$ cat src/rtl/cfgm_pkg.sv
package cfgm_pkg;
  typedef enum logic [2:0] {
    S_HOLD, S_SLAVE, S_RUN, S_WAIT, S_TAIL, S_IDLE, S_ERR
  } cfgm_state_e;
endpackage

$ cat src/rtl/cfgm_clkgen.sv
module cfgm_clkgen #(
  parameter int DIV_HALF = 10
) (
  input  logic clk_i,
  input  logic rst_ni,
  input  logic run_i,
  output logic dclk_o,
  output logic rise_o,
  output logic fall_o
);
  localparam int DW = (DIV_HALF > 1) ? $clog2(DIV_HALF) : 1;
  localparam logic [DW-1:0] DIV_LAST = DW'(DIV_HALF - 1);

  logic [DW-1:0] div_q;
  logic          dclk_q;
  logic          tick;

  assign tick   = run_i && (div_q == DIV_LAST);
  assign rise_o = tick && !dclk_q;
  assign fall_o = tick && dclk_q;
  assign dclk_o = dclk_q;

  always_ff @(posedge clk_i or negedge rst_ni) begin
    if (!rst_ni) begin
      div_q  <= '0;
      dclk_q <= 1'b0;
    end else if (!run_i) begin
      div_q  <= '0;
      dclk_q <= 1'b0;
    end else if (tick) begin
      div_q  <= '0;
      dclk_q <= !dclk_q;
    end else begin
      div_q  <= div_q + 1'b1;
    end
  end

  a_r2_stop_low: assert property (@(posedge clk_i) disable iff (!rst_ni)
    !run_i |=> !dclk_o);
endmodule

$ cat src/rtl/cfgm_ctrl.sv
module cfgm_ctrl
  import cfgm_pkg::*;
#(
  parameter int TOTAL_BITS   = 1024,
  parameter int DONE_TIMEOUT = 64,
  parameter int TAIL_CLKS    = 16,
  parameter int ERR_PULSE    = 32,
  parameter bit AUTO_RESTART = 1'b0
) (
  input  logic clk_i,
  input  logic rst_ni,
  input  logic oe_i,
  input  logic cs_ni,
  input  logic rise_i,
  input  logic fall_i,
  output logic run_o,
  output logic oe_pull_o,
  output logic master_o,
  output logic sent_all_o,
  output logic idle_o
);
  localparam int BW = $clog2(TOTAL_BITS + 1);
  localparam int WW = $clog2(DONE_TIMEOUT + 1);
  localparam int TW = $clog2(TAIL_CLKS + 1);
  localparam logic [BW-1:0] BIT_LAST  = BW'(TOTAL_BITS - 1);
  localparam logic [BW-1:0] BIT_ALL   = BW'(TOTAL_BITS);
  localparam logic [WW-1:0] WAIT_LAST = WW'(DONE_TIMEOUT - 1);
  localparam logic [TW-1:0] TAIL_ALL  = TW'(TAIL_CLKS);

  cfgm_state_e   state_q;
  logic          master_q;
  logic [BW-1:0] bit_q;
  logic [WW-1:0] wait_q;
  logic [TW-1:0] tail_q;
  logic          in_err;
  logic          err_release;

  assign in_err = (state_q == S_ERR);

  // error pulse timer only exists when restart is enabled
  if (AUTO_RESTART) begin : g_auto
    localparam int EW = $clog2(ERR_PULSE + 1);
    localparam logic [EW-1:0] ERR_LAST = EW'(ERR_PULSE - 1);
    logic [EW-1:0] err_q;
    always_ff @(posedge clk_i or negedge rst_ni) begin
      if (!rst_ni)     err_q <= '0;
      else if (in_err) err_q <= err_q + 1'b1;
      else             err_q <= '0;
    end
    assign err_release = in_err && (err_q == ERR_LAST);
  end else begin : g_hold
    assign err_release = 1'b0;
    a_r8_err_sticky: assert property (@(posedge clk_i) disable iff (!rst_ni)
      (state_q == S_ERR) |=> (state_q == S_ERR));
  end

  always_ff @(posedge clk_i or negedge rst_ni) begin
    if (!rst_ni) begin
      state_q  <= S_HOLD;
      master_q <= 1'b0;
      bit_q    <= '0;
      wait_q   <= '0;
      tail_q   <= '0;
    end else if (!in_err && !oe_i) begin
      state_q  <= S_HOLD;
      master_q <= !cs_ni;
      bit_q    <= '0;
      wait_q   <= '0;
      tail_q   <= '0;
    end else begin
      unique case (state_q)
        S_HOLD: begin
          master_q <= !cs_ni;
          state_q  <= cs_ni ? S_SLAVE : S_RUN;
        end
        S_RUN: begin
          if (cs_ni) state_q <= S_ERR;       // done before end of stream
          else if (rise_i) begin
            bit_q <= bit_q + 1'b1;
            if (bit_q == BIT_LAST) state_q <= S_WAIT;
          end
        end
        S_WAIT: begin
          if (cs_ni) begin
            state_q <= S_TAIL;
            tail_q  <= '0;
          end else if (rise_i) begin
            wait_q <= wait_q + 1'b1;
            if (wait_q == WAIT_LAST) state_q <= S_ERR;
          end
        end
        S_TAIL: begin
          if (rise_i) tail_q <= tail_q + 1'b1;
          else if (fall_i && tail_q == TAIL_ALL) state_q <= S_IDLE;
        end
        S_ERR: begin
          if (err_release) begin
            state_q <= S_HOLD;
            bit_q   <= '0;
            wait_q  <= '0;
            tail_q  <= '0;
          end
        end
        default: ;
      endcase
    end
  end

  assign run_o      = (state_q == S_RUN) || (state_q == S_WAIT) || (state_q == S_TAIL);
  assign oe_pull_o  = in_err;
  assign master_o   = master_q;
  assign sent_all_o = (bit_q == BIT_ALL);
  assign idle_o     = (state_q == S_IDLE);

  a_r7_oe_low_hold: assert property (@(posedge clk_i) disable iff (!rst_ni)
    (!oe_i && state_q != S_ERR) |=> (state_q == S_HOLD));
  a_r5_early_done: assert property (@(posedge clk_i) disable iff (!rst_ni)
    (state_q == S_RUN && cs_ni && oe_i) |=> (state_q == S_ERR));
  a_r3_bits_bounded: assert property (@(posedge clk_i) disable iff (!rst_ni)
    bit_q <= BIT_ALL);
  a_r4_tail_full: assert property (@(posedge clk_i) disable iff (!rst_ni)
    $rose(state_q == S_IDLE) |-> (tail_q == TAIL_ALL));
endmodule

$ cat src/rtl/cfg_clk_master.sv
module cfg_clk_master #(
  parameter int DIV_HALF     = 10,
  parameter int TOTAL_BITS   = 1046496,
  parameter int DONE_TIMEOUT = 64,
  parameter int TAIL_CLKS    = 16,
  parameter int ERR_PULSE    = 32,
  parameter bit AUTO_RESTART = 1'b0
) (
  input  logic clk_i,
  input  logic rst_ni,
  input  logic oe_i,
  input  logic cs_ni,
  output logic dclk_o,
  output logic oe_pull_o,
  output logic master_o,
  output logic sent_all_o,
  output logic idle_o
);
  logic run, rise, fall;

  cfgm_clkgen #(.DIV_HALF(DIV_HALF)) u_clkgen (
    .clk_i, .rst_ni, .run_i(run), .dclk_o, .rise_o(rise), .fall_o(fall)
  );

  cfgm_ctrl #(
    .TOTAL_BITS(TOTAL_BITS), .DONE_TIMEOUT(DONE_TIMEOUT), .TAIL_CLKS(TAIL_CLKS),
    .ERR_PULSE(ERR_PULSE), .AUTO_RESTART(AUTO_RESTART)
  ) u_ctrl (
    .clk_i, .rst_ni, .oe_i, .cs_ni, .rise_i(rise), .fall_i(fall),
    .run_o(run), .oe_pull_o, .master_o, .sent_all_o, .idle_o
  );

  a_r5_pull_stops_clk: assert property (@(posedge clk_i) disable iff (!rst_ni)
    $rose(oe_pull_o) |=> ##1 !dclk_o);
  a_r1_follower_quiet: assert property (@(posedge clk_i) disable iff (!rst_ni)
    (!master_o && $past(!master_o)) |-> !dclk_o);
endmodule

$ cat config.mk
export PLATFORM = sky130hd
export DESIGN_NAME = cfg_clk_master
export DESIGN_NICKNAME = d
export VERILOG_FILES = /design/src/rtl/cfgm_pkg.sv /design/src/rtl/cfgm_clkgen.sv /design/src/rtl/cfgm_ctrl.sv /design/src/rtl/cfg_clk_master.sv
export SDC_FILE = /design/constraint.sdc
export NUM_CORES = 1
export LEC_CHECK = 0
export CORE_AREA = 8 8 85 87
export DETAILED_ROUTE_END_ITERATION = 10
export DIE_AREA = 0 0 93 95
export SLEW_MARGIN = 20
export SYNTH_ARGS = -nofsm -noshare
export SYNTH_HDL_FRONTEND = slang
export SYNTH_SLANG_ARGS = --single-unit
$ cat constraint.sdc
create_clock -name clk_i -period 2.5 [get_ports clk_i]
set_input_delay 0.25 -clock clk_i [delete_from_list [all_inputs] [get_ports clk_i]]
set_output_delay 0.25 -clock clk_i [all_outputs]
set_load 0.01 [all_outputs]
==> results.ini, run 1 <==
[pwr]
ir_drop_mv = 0.474
clkPwrFrac_pct = 32.3
power.share.switching_pct = 29.1
powerDensity_nw_per_um2 = 622
p_leak_nw = 1.08
intPower_mw = 1.15
power_frac_comb_pct = 23.2
p_sw_mw = 0.472
power_frac_seq_pct = 44.6

[yosys]
ys_types = 47
async_flop_share_pct = 100
synth-edff-count = 0
synthFlopType = dfrtp_1
synth-simple-area-share_pct = 28.7
synth.mux.area_fraction_pct = 1.34
syn-cell-area_sq_um = 2330
synth.top_cell.area_share_pct = 44.1
avgSynthCellArea_sq_um = 9.61
synth_top_area_cell = dfrtp_1
synthTopCellsByArea = dfrtp_1, xor2_1, nor2_1, ha_1, nand4_1
syn_inst = 242
synth_compound_area_share_pct = 8.88
synth_top_family_by_area = simple AND/OR/NAND/NOR gates
synth_nets = 253
synth.yosys.seq_area_share_pct = 44.1
ys_ff_latch = 41
synthAdderAreaFrac_pct = 3.77
synth-xor-area-share_pct = 9.41
synth_warnings = 0

[setup_path]
critPathLaunchType = flop
cp.required_ps = 2250
cp_max_fo = 5
r2r_slack_ps = 290
critical_path_arrival_ps = 2100
path_class = flop to output port
regToRegStartpoint = u_clkgen.div_q[1]
endpoint_kind = output port
rr_worst_depth = 8
worstReg2RegEnd = u_ctrl.wait_q[5]

[final_layout]
layout_commonest_cell = dfrtp_1
area_delta_synth_final_pct = 12.0
layout_common_cells = dfrtp_1, nor2_1, xor2_1
diodes = 0
fin_nets = 266
drive_gt1_share_pct = 11.4

[timing]
setup_viol = 0
drv_slew = 0
hold_violations = 0
hold_ws_ps = 95.5
finalCritPeriodShare_pct = 93.9
fmax_ghz = 0.426
rsz0062_at_grt = false
tns_ps = 0
worst_slew_pin_slew_ps = 927
clock_skew_ps = 7.26
max-slew-margin-rel_pct = 38.2
fin_crit_ps = 2350

[cts]
cts_max_level = 2
numCtsBuffers = 5
clk_latency_ps = 290
cts-root-buf = clkbuf_8
cts_max_path_buffers = 2
tritoncts = yes
cts_setup_buffers = 0
cts.sinks = 41
hold_buffers = 0
clk_pin_slew_worst_paths_ps = 80

[detailed_routing]
finalWirelength_mm = 4.56
wire_per_inst_microns = 13.8
avgViaCountPerCell = 5.36
drtIter0Drc = 72
ant_nets = 0
route.detailed.drc = 0
drt_pass1_iterations = 4
vias = 1768

[global_routing]
grt_pass1_wl_mm = 8.02
grt_pass1_vias = 1779
grt_usage_pct = 11.1
grt_max_degree = 42
grt_overflow = 0
antenna_found_initial = 0

[hold_path]
holdCritPathClass = input pin to async pin

[floorplanning]
initial_core_util_pct = 40.0
die_y_microns = 95
die_x_microns = 93
dieArea_sq_um = 8840
core_sq_um = 5820
io_pins = 9
rows = 28

[outcome]
status = complete, no violations

[place]
port_buffers = 8
place_congestion = 0.740
place_hpwl_mm = 3.22

[job]
cap_violations = 0

-- sequential cells by signal (all words and copies together), names as in the netlist --
name             count
u_clkgen.dclk_o      1
u_clkgen.div_q       4
u_ctrl.bit_q        20
u_ctrl.master_o      1
u_ctrl.state_q       3
u_ctrl.tail_q        5
u_ctrl.wait_q        7
-- layer usage --
| layer | track usage [%] | part of all wire (%) | routed length [microns] |
|---|---|---|---|
| met1 | 13.5 | 49 | 2230 |
| met2 | 19.1 | 48 | 2180 |
| met3 | 2.94 | 2.4 | 110 |
| met4 | 2.82 | 0.90 | 41 |
| met5 | 0 | 0 | 0 |
-- critical path: stages, from the launching register on --
cell             delay (ps)
dfrtp_1                 410
nand4_1                 190
nor4_2                  440
and3_1                  230
clkdlybuf4s50_1         540
-- worst max-delay path by stage --
stage / end / slack, ps / cells after the start / startpoint
finish: sent_all_o / 150 / 4 / u_ctrl.bit_q[6]
global route: sent_all_o / 50 / 4 / u_ctrl.bit_q[6]
global placement: u_ctrl.bit_q[14] / 190 / 6 / cs_ni
CTS: sent_all_o / 2 / 4 / u_ctrl.bit_q[6]
floorplan: u_ctrl.wait_q[5] / 540 / 9 / u_clkgen.div_q[1]
detailed placement: u_ctrl.bit_q[14] / 160 / 6 / cs_ni
-- per-stage QoR --
| step | util, % | area [sq um] | power [mW] | setup slack, ps | std cells |
|---|---|---|---|---|---|
| floorplan | - | 2330 | 0.998 | 541 | 242 |
| CTS | 44.7 | 2600 | 1.64 | 1.53 | 330 |
| finish | 44.8 | 2610 | 1.62 | 153 | 330 |
| global placement | 42.9 | 2500 | 1.11 | 193 | 323 |
| global route | 44.8 | 2610 | 1.72 | 46.9 | 330 |
| detailed placement | 42.9 | 2500 | 1.12 | 157 | 323 |
-- area by class of cell --
cell class	count	area, sq um
inverters	8	30.0
clock buffers	5	68.8
repair buffers	16	135
fillers	588	3210
flip-flops and latches	41	1030
multi-input cells	183	1220
clock inverters	2	35.0
well taps	75	93.8
-- Yosys cell counts (2+ instances only) --
cell type,count
dfrtp_1,41
nor2_1,35
xor2_1,19
nand2_1,15
nand4_1,13
a21oi_1,11
nand3_1,11
o21ai_0,10
inv_1,8
ha_1,7
and3_1,6
xnor2_1,6
clkbuf_1,5
or3_1,5
nor3b_1,4
nor4_1,4
buf_2,3
nand4b_1,3
nor4b_1,3
a21bo_2,2
a21o_1,2
and2_1,2
mux2i_1,2
nor2b_1,2
-- kinds of logic (layout without fill, tap and decap cells) --
group / Yosys count / count (layout)
buffers and inverters: 18 / 31
AND/OR/NAND/NOR: 116 / 116
multiplexers: 3 / 3
flip-flops: 41 / 41
adder cells (fa/ha/maj): 7 / 7
AO/OA/AOI/OAI: 32 / 32
XOR/XNOR: 25 / 25
-- power groups by stage --
stage / combinational (mW) / sequential (mW) / clock, mW
global route: 0.424 / 0.728 / 0.564
global placement: 0.379 / 0.735 / 0
floorplan: 0.255 / 0.743 / 0
detailed placement: 0.381 / 0.736 / 0
finish: 0.376 / 0.723 / 0.523
CTS: 0.382 / 0.723 / 0.531
-- timing repair --
item                                    4_1_cts  5_1_grt
endpoints found under the setup margin        0        1
endpoints found under the hold margin         0        0
gates resized for setup                       0        1
Power figures use the tool's default switching activity.
==> run 2: changes to the inputs <==
--- a/config.mk
+++ b/config.mk
@@ -5,9 +5,11 @@
 export SDC_FILE = /design/constraint.sdc
 export NUM_CORES = 1
 export LEC_CHECK = 0
+export ABC_CLOCK_PERIOD_IN_PS = 2500
 export CORE_AREA = 8 8 85 87
 export DETAILED_ROUTE_END_ITERATION = 10
 export DIE_AREA = 0 0 93 95
+export GPL_ROUTABILITY_DRIVEN = 0
 export SLEW_MARGIN = 20
 export SYNTH_ARGS = -nofsm -noshare
 export SYNTH_HDL_FRONTEND = slang
==> results of run 2 <==
Same layout as run 1: the final DEF is identical, and so are final timing and power.
==> run 3: changes to the inputs <==
--- a/config.mk
+++ b/config.mk
@@ -9,6 +9,7 @@
 export CORE_AREA = 8 8 85 87
 export DETAILED_ROUTE_END_ITERATION = 10
 export DIE_AREA = 0 0 93 95
+export DONT_BUFFER_PORTS = 1
 export GPL_ROUTABILITY_DRIVEN = 0
 export SLEW_MARGIN = 20
 export SYNTH_ARGS = -nofsm -noshare
==> results.ini, run 3 (synthesis gave the netlist of run 1 again) <==
[pwr]
power.share.switching_pct = 28.1
power_frac_seq_pct = 46.7
powerDensity_nw_per_um2 = 636
power_frac_comb_pct = 19.4
p_sw_mw = 0.455
intPower_mw = 1.16
p_leak_nw = 1.06
clkPwrFrac_pct = 33.9
ir_drop_mv = 0.356

[cts]
ctsResizeCount = 0
clk_pin_slew_worst_paths_ps = 80
tritoncts = yes
cts_setup_buffers = 0
hold_buffers = 2
cts-root-buf = clkbuf_8
cts.sinks = 41
numCtsBuffers = 5
clk_latency_ps = 290
cts_max_path_buffers = 2
cts_max_level = 2

[place]
port_buffers = 0
place_hpwl_mm = 3.14
place_ws_ps = 357

[final_layout]
fin_nets = 257
largest_reg_flops = 20
layout_commonest_cell = dfrtp_1
area_delta_synth_final_pct = 9.41
largest_register = u_ctrl.bit_q
layout_common_cells = dfrtp_1, nor2_1, xor2_1
drive_gt1_share_pct = 10.1
reg_top3 = u_ctrl.bit_q (20), u_ctrl.wait_q (7), u_ctrl.tail_q (5)
diodes = 0

[setup_path]
cp_top_family = simple AND/OR/NAND/NOR gates
critPathLaunchType = flop
crit_path_cell_trace = or4b_4 -> o22ai_4 -> nand3_4 -> or4_1 -> a21oi_1
crit_buf_inv = 0
max_stage_delay_ps = 540
slowest_stage = dfrtp_1
cp_max_fo = 13
endpoint_kind = flop
critical_path_arrival_ps = 2360
path_class = flop to flop
cp.required_ps = 2730
r2r_slack_ps = 360

[detailed_routing]
drtIter0Drc = 39
avgViaCountPerCell = 5.25
finalWirelength_mm = 4.46
vias = 1691
ant_nets = 0
drt_pass1_iterations = 4
route.detailed.drc = 0
wire_per_inst_microns = 13.9

[timing]
fin_crit_ps = 2140
finalCritPeriodShare_pct = 85.5
drv_slew = 0
fmax_ghz = 0.468
worst_slew_pin_slew_ps = 559
hold_violations = 0
max-slew-margin-rel_pct = 62.4
rsz0062_at_grt = false
setup_slack_ps = 363
tns_ps = 0
setup_viol = 0
clock_skew_ps = 10.1

[global_routing]
grt_max_degree = 42
antenna_found_initial = 0
grt_pass1_vias = 1697
grt_usage_pct = 10.9
grt_overflow = 0
grt_pass1_wl_mm = 7.83

[floorplanning]
initial_core_util_pct = 40.0
dieArea_sq_um = 8840
die_x_microns = 93
rows = 28
core_sq_um = 5820
io_pins = 9
die_y_microns = 95

[hold_path]
holdCritPathClass = input pin to flop

[job]
cap_violations = 0

[outcome]
status = complete, no violations

[run 3: path summary, 6_finish.rpt]
check,from,cells after the start,to
min in group asynchronous,rst_ni,2,u_ctrl.bit_q[17]
max in group asynchronous,rst_ni,2,u_ctrl.bit_q[5]
hold reg to reg,u_clkgen.div_q[0],1,u_clkgen.div_q[0]
hold / removal,cs_ni,1,u_ctrl.master_o
setup / recovery,u_ctrl.state_q[1],5,u_ctrl.bit_q[14]
setup reg to reg,u_ctrl.state_q[1],5,u_ctrl.bit_q[14]
[run 3: metal layers]
metal / share of wire [%] / track usage, %
met5: 0 / 0
met4: 1.1 / 3.76
met1: 48 / 13.3
met3: 4.7 / 3.89
met2: 46 / 17.5
[run 3: final cells by class]
cell class,instances,area [sq um]
well taps,75,93.8
flip-flops and latches,41,1030
clock buffers,7,86.3
clock inverters,1,30.0
multi-input cells,183,1210
fillers,593,3270
inverters,8,30.0
repair buffers,7,67.6
[run 3: through the flow]
stage	instance area [sq um]	instances	util, %	hold WS [ps]	power, mW
6_report	2540	322	43.8	57.3	1.62
5_1_grt	2540	322	43.8	47.7	1.71
4_1_cts	2540	322	43.8	49.0	1.64
3_5_place_dp	2400	312	41.2	-44.0	1.06
3_3_place_gp	2400	312	41.2	-44.0	1.06
2_1_floorplan	2330	242	-	-45.6	0.998
[run 3: power by group through the flow]
stage | logic [mW] | registers (mW) | clock network [mW]
after floorplan | 0.255 | 0.743 | 0
after global placement | 0.294 | 0.764 | 0
after detailed placement | 0.295 | 0.766 | 0
after CTS | 0.316 | 0.753 | 0.568
after global routing | 0.355 | 0.762 | 0.592
final | 0.313 | 0.756 | 0.549
